**config.mk**
```make
export PLATFORM = sky130hd
export DESIGN_NAME = rtmr_top
export DESIGN_NICKNAME = d
export VERILOG_FILES = /design/src/rtl/rtmr_pkg.sv /design/src/rtl/rtmr_base.sv /design/src/rtl/rtmr_match.sv /design/src/rtl/rtmr_capture.sv /design/src/rtl/rtmr_top.sv
export SDC_FILE = /design/constraint.sdc
export NUM_CORES = 1
export LEC_CHECK = 0
export BUFFER_PORTS_ARGS = -buffer_cell sky130_fd_sc_hd__buf_2
export CORE_UTILIZATION = 50
export DETAILED_ROUTE_END_ITERATION = 12
export MAX_ROUTING_LAYER = met4
export PLACE_DENSITY_LB_ADDON = 0.3
export SKIP_CTS_REPAIR_TIMING = 1
export SLEW_MARGIN = 20
export SYNTH_ARGS = -nofsm -noshare
export SYNTH_HDL_FRONTEND = slang
export SYNTH_SLANG_ARGS = --single-unit
export TNS_END_PERCENT = 50
```
**constraint.sdc**
```tcl
create_clock -name clk -period 4.2 [get_ports clk]
set_clock_uncertainty 0.05 [all_clocks]
set_input_delay 1.05 -clock clk [delete_from_list [all_inputs] [get_ports clk]]
set_output_delay 1.05 -clock clk [all_outputs]
set_load 0.02 [all_outputs]
```
**src/rtl/rtmr_pkg.sv**
```systemverilog
`timescale 1ns/1ps
package rtmr_pkg;
    localparam int ADDR_W = 4;
    localparam int NCMP   = 2;
    localparam int NFLAG  = 2 * NCMP;

    typedef enum logic [ADDR_W-1:0] {
        RA_PERIOD  = 4'd0,
        RA_TIME_LO = 4'd1,
        RA_TIME_HI = 4'd2,
        RA_CAP_LO  = 4'd3,
        RA_CAP_HI  = 4'd4,
        RA_CAP_SRC = 4'd5,
        RA_CMPC0   = 4'd6,
        RA_CMPC1   = 4'd7,
        RA_CMPO0   = 4'd8,
        RA_CMPO1   = 4'd9,
        RA_FLAGS   = 4'd10,
        RA_MASK    = 4'd11
    } reg_addr_e;

    typedef enum logic { SNAP_LIVE, SNAP_HELD } snap_state_e;

    typedef enum logic { SRC_FRAME = 1'b0, SRC_EOT = 1'b1 } cap_src_e;
endpackage

```
**src/rtl/rtmr_base.sv**
```systemverilog
`timescale 1ns/1ps
module rtmr_base #(
    parameter int CNT_W = 16,
    parameter int OVF_W = 24
) (
    input  logic             clk,
    input  logic             rst_n,
    input  logic [CNT_W-1:0] period,
    output logic [CNT_W-1:0] cnt_q,
    output logic [CNT_W-1:0] cnt_nxt,
    output logic [OVF_W-1:0] ovf_q,
    output logic [OVF_W-1:0] ovf_nxt,
    output logic             wrap
);
    logic [CNT_W-1:0] lim;

    always_comb begin
        lim     = period - CNT_W'(1);
        wrap    = (cnt_q >= lim);
        cnt_nxt = wrap ? '0 : cnt_q + CNT_W'(1);
        ovf_nxt = wrap ? ovf_q + OVF_W'(1) : ovf_q;
    end

    always_ff @(posedge clk or negedge rst_n) begin
        if (!rst_n) begin
            cnt_q <= '0;
            ovf_q <= '0;
        end else begin
            cnt_q <= cnt_nxt;
            ovf_q <= ovf_nxt;
        end
    end
endmodule

```
**src/rtl/rtmr_match.sv**
```systemverilog
`timescale 1ns/1ps
module rtmr_match #(
    parameter int W = 16
) (
    input  logic         clk,
    input  logic         rst_n,
    input  logic         step,
    input  logic [W-1:0] nxt,
    input  logic [W-1:0] ref_val,
    output logic         hit_q
);
    always_ff @(posedge clk or negedge rst_n) begin
        if (!rst_n) hit_q <= 1'b0;
        else        hit_q <= step && (nxt == ref_val);
    end
endmodule

```
**src/rtl/rtmr_capture.sv**
```systemverilog
`timescale 1ns/1ps
module rtmr_capture
    import rtmr_pkg::*;
#(
    parameter int TIME_W = 40
) (
    input  logic              clk,
    input  logic              rst_n,
    input  logic              frame_evt,
    input  logic              eot_evt,
    input  logic [TIME_W-1:0] time_now,
    output logic [TIME_W-1:0] cap_q,
    output cap_src_e          src_q
);
    always_ff @(posedge clk or negedge rst_n) begin
        if (!rst_n) begin
            cap_q <= '0;
            src_q <= SRC_FRAME;
        end else if (frame_evt || eot_evt) begin
            cap_q <= time_now;
            src_q <= frame_evt ? SRC_FRAME : SRC_EOT;
        end
    end
endmodule

```
**src/rtl/rtmr_top.sv**
```systemverilog
`timescale 1ns/1ps
module rtmr_top
    import rtmr_pkg::*;
#(
    parameter int          CNT_W      = 16,
    parameter int          OVF_W      = 24,
    parameter int          DATA_W     = (OVF_W > CNT_W) ? OVF_W : CNT_W,
    parameter int unsigned PERIOD_RST = 0
) (
    input  logic              clk,
    input  logic              rst_n,
    input  logic              reg_wr,
    input  logic              reg_rd,
    input  logic [ADDR_W-1:0] reg_addr,
    input  logic [DATA_W-1:0] reg_wdata,
    output logic [DATA_W-1:0] reg_rdata,
    input  logic              frame_evt,
    input  logic              eot_evt,
    output logic [NCMP-1:0]   cnt_match,
    output logic [NCMP-1:0]   ovf_match,
    output logic              irq
);
    localparam int TIME_W = CNT_W + OVF_W;

    logic [CNT_W-1:0]            period_q;
    logic [CNT_W-1:0]            cnt_q, cnt_nxt;
    logic [OVF_W-1:0]            ovf_q, ovf_nxt;
    logic                        wrap;
    logic [NCMP-1:0][CNT_W-1:0]  cmpc_q;
    logic [NCMP-1:0][OVF_W-1:0]  cmpo_q;
    logic [NFLAG-1:0]            flags_q, mask_q, flag_clr;
    logic [TIME_W-1:0]           cap_q;
    cap_src_e                    cap_src;
    snap_state_e                 state_q, state_nxt;
    logic [OVF_W-1:0]            hi_snap_q, hi_view;
    logic                        rd_lo, rd_hi, snap_load;

    rtmr_base #(.CNT_W(CNT_W), .OVF_W(OVF_W)) u_base (
        .clk(clk), .rst_n(rst_n), .period(period_q),
        .cnt_q(cnt_q), .cnt_nxt(cnt_nxt),
        .ovf_q(ovf_q), .ovf_nxt(ovf_nxt), .wrap(wrap)
    );

    rtmr_capture #(.TIME_W(TIME_W)) u_cap (
        .clk(clk), .rst_n(rst_n), .frame_evt(frame_evt), .eot_evt(eot_evt),
        .time_now({ovf_q, cnt_q}), .cap_q(cap_q), .src_q(cap_src)
    );

    for (genvar k = 0; k < NCMP; k++) begin : g_cmp
        rtmr_match #(.W(CNT_W)) u_mc (
            .clk(clk), .rst_n(rst_n), .step(1'b1), .nxt(cnt_nxt),
            .ref_val(cmpc_q[k]), .hit_q(cnt_match[k])
        );
        rtmr_match #(.W(OVF_W)) u_mo (
            .clk(clk), .rst_n(rst_n), .step(wrap), .nxt(ovf_nxt),
            .ref_val(cmpo_q[k]), .hit_q(ovf_match[k])
        );
    end

    // Configuration registers
    always_ff @(posedge clk or negedge rst_n) begin
        if (!rst_n) begin
            period_q <= CNT_W'(PERIOD_RST);
            cmpc_q   <= '0;
            cmpo_q   <= '0;
            mask_q   <= '0;
        end else if (reg_wr) begin
            if (reg_addr == RA_PERIOD) period_q <= reg_wdata[CNT_W-1:0];
            if (reg_addr == RA_MASK)   mask_q   <= reg_wdata[NFLAG-1:0];
            for (int k = 0; k < NCMP; k++) begin
                if (reg_addr == ADDR_W'(RA_CMPC0 + k)) cmpc_q[k] <= reg_wdata[CNT_W-1:0];
                if (reg_addr == ADDR_W'(RA_CMPO0 + k)) cmpo_q[k] <= reg_wdata[OVF_W-1:0];
            end
        end
    end

    // Sticky flags: set by match pulses, cleared by writing ones
    assign flag_clr = (reg_wr && reg_addr == RA_FLAGS) ? reg_wdata[NFLAG-1:0] : '0;

    always_ff @(posedge clk or negedge rst_n) begin
        if (!rst_n) flags_q <= '0;
        else        flags_q <= (flags_q & ~flag_clr) | {ovf_match, cnt_match};
    end

    assign irq = |(flags_q & mask_q);

    // Coherent-read state machine
    assign rd_lo = reg_rd && (reg_addr == RA_TIME_LO);
    assign rd_hi = reg_rd && (reg_addr == RA_TIME_HI);

    always_ff @(posedge clk or negedge rst_n) begin
        if (!rst_n) state_q <= SNAP_LIVE;
        else        state_q <= state_nxt;
    end

    always_comb begin
        state_nxt = state_q;
        snap_load = rd_lo;
        hi_view   = ovf_q;
        unique case (state_q)
            SNAP_LIVE: begin
                if (rd_lo) state_nxt = SNAP_HELD;
            end
            SNAP_HELD: begin
                hi_view = hi_snap_q;
                if (rd_lo)      state_nxt = SNAP_HELD;
                else if (rd_hi) state_nxt = SNAP_LIVE;
            end
        endcase
    end

    always_ff @(posedge clk or negedge rst_n) begin
        if (!rst_n)         hi_snap_q <= '0;
        else if (snap_load) hi_snap_q <= ovf_q;
    end

    // Read mux
    always_comb begin
        reg_rdata = '0;
        case (reg_addr_e'(reg_addr))
            RA_PERIOD:  reg_rdata = DATA_W'(period_q);
            RA_TIME_LO: reg_rdata = DATA_W'(cnt_q);
            RA_TIME_HI: reg_rdata = DATA_W'(hi_view);
            RA_CAP_LO:  reg_rdata = DATA_W'(cap_q[CNT_W-1:0]);
            RA_CAP_HI:  reg_rdata = DATA_W'(cap_q[TIME_W-1:CNT_W]);
            RA_CAP_SRC: reg_rdata = DATA_W'(cap_src == SRC_EOT);
            RA_CMPC0:   reg_rdata = DATA_W'(cmpc_q[0]);
            RA_CMPC1:   reg_rdata = DATA_W'(cmpc_q[1]);
            RA_CMPO0:   reg_rdata = DATA_W'(cmpo_q[0]);
            RA_CMPO1:   reg_rdata = DATA_W'(cmpo_q[1]);
            RA_FLAGS:   reg_rdata = DATA_W'(flags_q);
            RA_MASK:    reg_rdata = DATA_W'(mask_q);
            default:    reg_rdata = '0;
        endcase
    end
endmodule

```
==> metrics.yaml <==
required_ns: 4.58
hold_depth: 2
synth_area_per_cell_sq_um: 10.6
synthArstFlopShare: 1.00
p_total_mw: 6.81
finalSetupTns_ns: -0.785
maxCapViolCount: 0
start_kind: "flop"
drc: 0
drt_wl_total_microns: 38500
finalCriticalPeriod_ns: 4.47
rsz0062_at_grt: "true"
clockBufferDepth: 3
hp-start: "u_cap.cap_q[0]"
syn2layout_area_growth_pct: 18.2
postRouteAntennaNets: 0
wl_per_cell_microns: 24.3
cts_tree: "yes"
r2r_end: "g_cmp[0].u_mo.hit_q"
cts_buffers: 24
core_area_sq_um: 23600
p_per_area_nw_per_um2: 477
clock-sinks: 214
reg2reg_from: "period_q[3]"
syn-num-nets: 1192
grt_max_degree: 90
gp_congestion: 1.00
synth_seq_cells: 214
period_share: 1.06
syn_inst: 1139
syn_area_sq_um: 12100
ys_warn_count: 0
die_y_microns: 157
dp_hpwl_microns: 28200
die_area_sq_um: 24800
vias: 9981
postLayoutCellArea_sq_um: 14300
hold_ws_ns: 0.437
instances_no_fill: 1588
fin_nets: 1307
grt_usage: 0.330
placed_cells_incl_taps: 1540
setup_viol_count_final: 4
setup_ws_ns: -0.271
cp_max_fo: 9
ys.flop_type: "dfrtp_1"
hold_violations: 0
place_area_sq_um: 13300
drtIter0Drc: 1083
violations: "setup timing"
dieWidth_microns: 157
cts-root-buf: "clkbuf_16"
place_ws_ns: -0.308
min_to: "u_cap.cap_q[0]"
synth-edff-count: 0
antenna_found_initial: 0
viasPerCell: 6.29
clock_latency_ns: 0.53
slew_viol_final: 0
grt_first_pass_wirelength_microns: 59100
seq_area_frac_synth: 0.443
overflow: 0
final_util: 0.605
path_clk_slew_ns: 0.06
antennaDiodeCount: 0
worstSetupEndpointType: "flop"
min_path_type: "flop to flop"
worstMarginPinSlew_ns: 0.999
crit_type: "flop to flop"
nFillCells: 2032
grt_pass1_vias: 9715
vdd_ir_drop_max_v: 0.000294
arrival_ns: 4.85
port_buffers: 62
total_leakage_power_nw: 6.38
max_freq_ghz: 0.224
dr.pass1.iters: 6
rrSetupSlack_ns: -0.27
initial_core_util: 0.512
synth_cell_types: 66
reg2reg_depth: 20
multi_input_area_sq_um: 6560
rows: 56
slew_headroom: 0.332
htree_levels: 1
status: "finished, violations left"
layout.area.seq_sq_um: 5360
drive_gt1_frac: 0.314
ios: 63
registers in the layout, indices dropped and copies added, names as in the netlist:
| register | cells |
|---|---|
| state_q | 1 |
| u_base.ovf_q | 24 |
| u_cap.src_q | 1 |
| u_cap.cap_q | 40 |
| flags_q | 4 |
| g_cmp.u_mc.hit_q | 2 |
| cmpc_q | 32 |
| hi_snap_q | 24 |
| u_base.cnt_q | 16 |
| mask_q | 4 |
| g_cmp.u_mo.hit_q | 2 |
| period_q | 16 |
| cmpo_q | 48 |
worst max-delay path by stage:
stage               cells past startpoint                   to  slack, ns        start
global placement                       18  g_cmp[0].u_mo.hit_q      -0.19  period_q[3]
finish                                 20  g_cmp[0].u_mo.hit_q      -0.27  period_q[3]
floorplan                              17  g_cmp[0].u_mo.hit_q      -0.05  period_q[3]
global route                           19  g_cmp[1].u_mc.hit_q      -0.47  period_q[3]
detailed placement                     19  g_cmp[0].u_mo.hit_q      -0.31  period_q[3]
CTS                                    19  g_cmp[0].u_mo.hit_q      -0.36  period_q[3]
worst max-delay path, cell delays in order (launching register included):
cell	delay, ns
dfrtp_1	0.40
nor2_2	0.15
nand3_2	0.09
or3_4	0.37
nor4_4	0.14
buf_4	0.18
nand2b_4	0.07
nor4_4	0.28
xnor2_1	0.12
ha_1	0.35
a211o_1	0.32
o211ai_2	0.09
nor3b_4	0.30
nand3_2	0.18
buf_12	0.19
buf_4	0.13
nand3_2	0.08
xor2_2	0.20
xor2_1	0.26
nand4_1	0.16
nor4_2	0.28
synth_stat cells, types with 14 or more instances:
cell	number	area share
xnor2_1	70	0.051
a31oi_1	14	0.0072
a21oi_1	27	0.011
nand4_1	24	0.012
dfrtp_1	214	0.44
nor3_1	18	0.0075
mux2i_1	30	0.025
a22oi_1	19	0.012
a221oi_1	15	0.011
nor4_1	15	0.0078
clkbuf_1	56	0.017
nand2_1	94	0.029
xor2_1	48	0.035
a222oi_1	16	0.013
nor2_1	51	0.016
mux2_2	157	0.15
ha_1	19	0.020
o21ai_0	48	0.020
nand3_1	33	0.014
inv_1	20	0.0062
logic make-up after synthesis:
group	after synthesis	share of synthesized area
AOI/OAI and AO/OA	200	0.117
xor gates and xnor gates	118	0.0855
adders and majority gates	19	0.0197
buffers and inverters	91	0.0301
DFF	214	0.443
muxes	188	0.173
and+or+nand+nor	309	0.132
routing by layer:
layer / up-vias / track usage / share of wire / routed length (microns)
met5: - / - / 0 / 0
met2: 487 / 0.483 / 0.44 / 17000
met3: 99 / 0.0430 / 0.080 / 3100
met4: 0 / 0.118 / 0.035 / 1350
met1: 4970 / 0.468 / 0.44 / 17100
li1: 4425 / - / - / -
power by group:
| group | total, mW | internal, mW | leakage, nW | switching (mW) |
|---|---|---|---|---|
| combinational | 1.85 | 0.860 | 3.22 | 0.991 |
| sequential | 2.84 | 2.38 | 2.78 | 0.458 |
| clock | 2.12 | 1.22 | 0.377 | 0.894 |
final cells by class:
cell class,count,share of cell area
tap,319,0.0279
multi-input combinational,834,0.459
clock inverter,14,0.00937
clock buffer,27,0.0450
timing repair buffer,160,0.0783
sequential,214,0.375
inverter,20,0.00526
cells in the final DEF (no fill, tap or decap), types with 5 or more instances in the layout:
master	synthesis	routed
o2111ai_1	5	5
o21ai_0	48	48
a21o_1	5	5
o22ai_1	5	5
buf_12	0	5
a221oi_1	15	15
nor3_2	0	5
mux2i_1	30	30
a221o_1	10	10
clkbuf_16	0	25
clkinv_2	0	7
xor2_1	48	45
xnor2_1	70	70
nand2_1	94	93
inv_1	20	20
nor4_1	15	10
a31oi_1	14	13
nand2b_1	7	6
nand3_1	33	31
nor2_1	51	46
mux2_2	157	157
o32ai_1	5	5
dfrtp_1	214	214
and4_1	6	6
and3_1	9	8
or3_1	6	5
buf_4	4	93
nand4_1	24	24
nand3b_1	6	6
nor3_1	18	12
a222oi_1	16	16
and2_1	10	10
buf_2	6	61
nor2b_1	10	10
a22oi_1	19	19
a21oi_1	27	27
ha_1	19	19
Note: power is estimated with default switching activity, not from simulation.
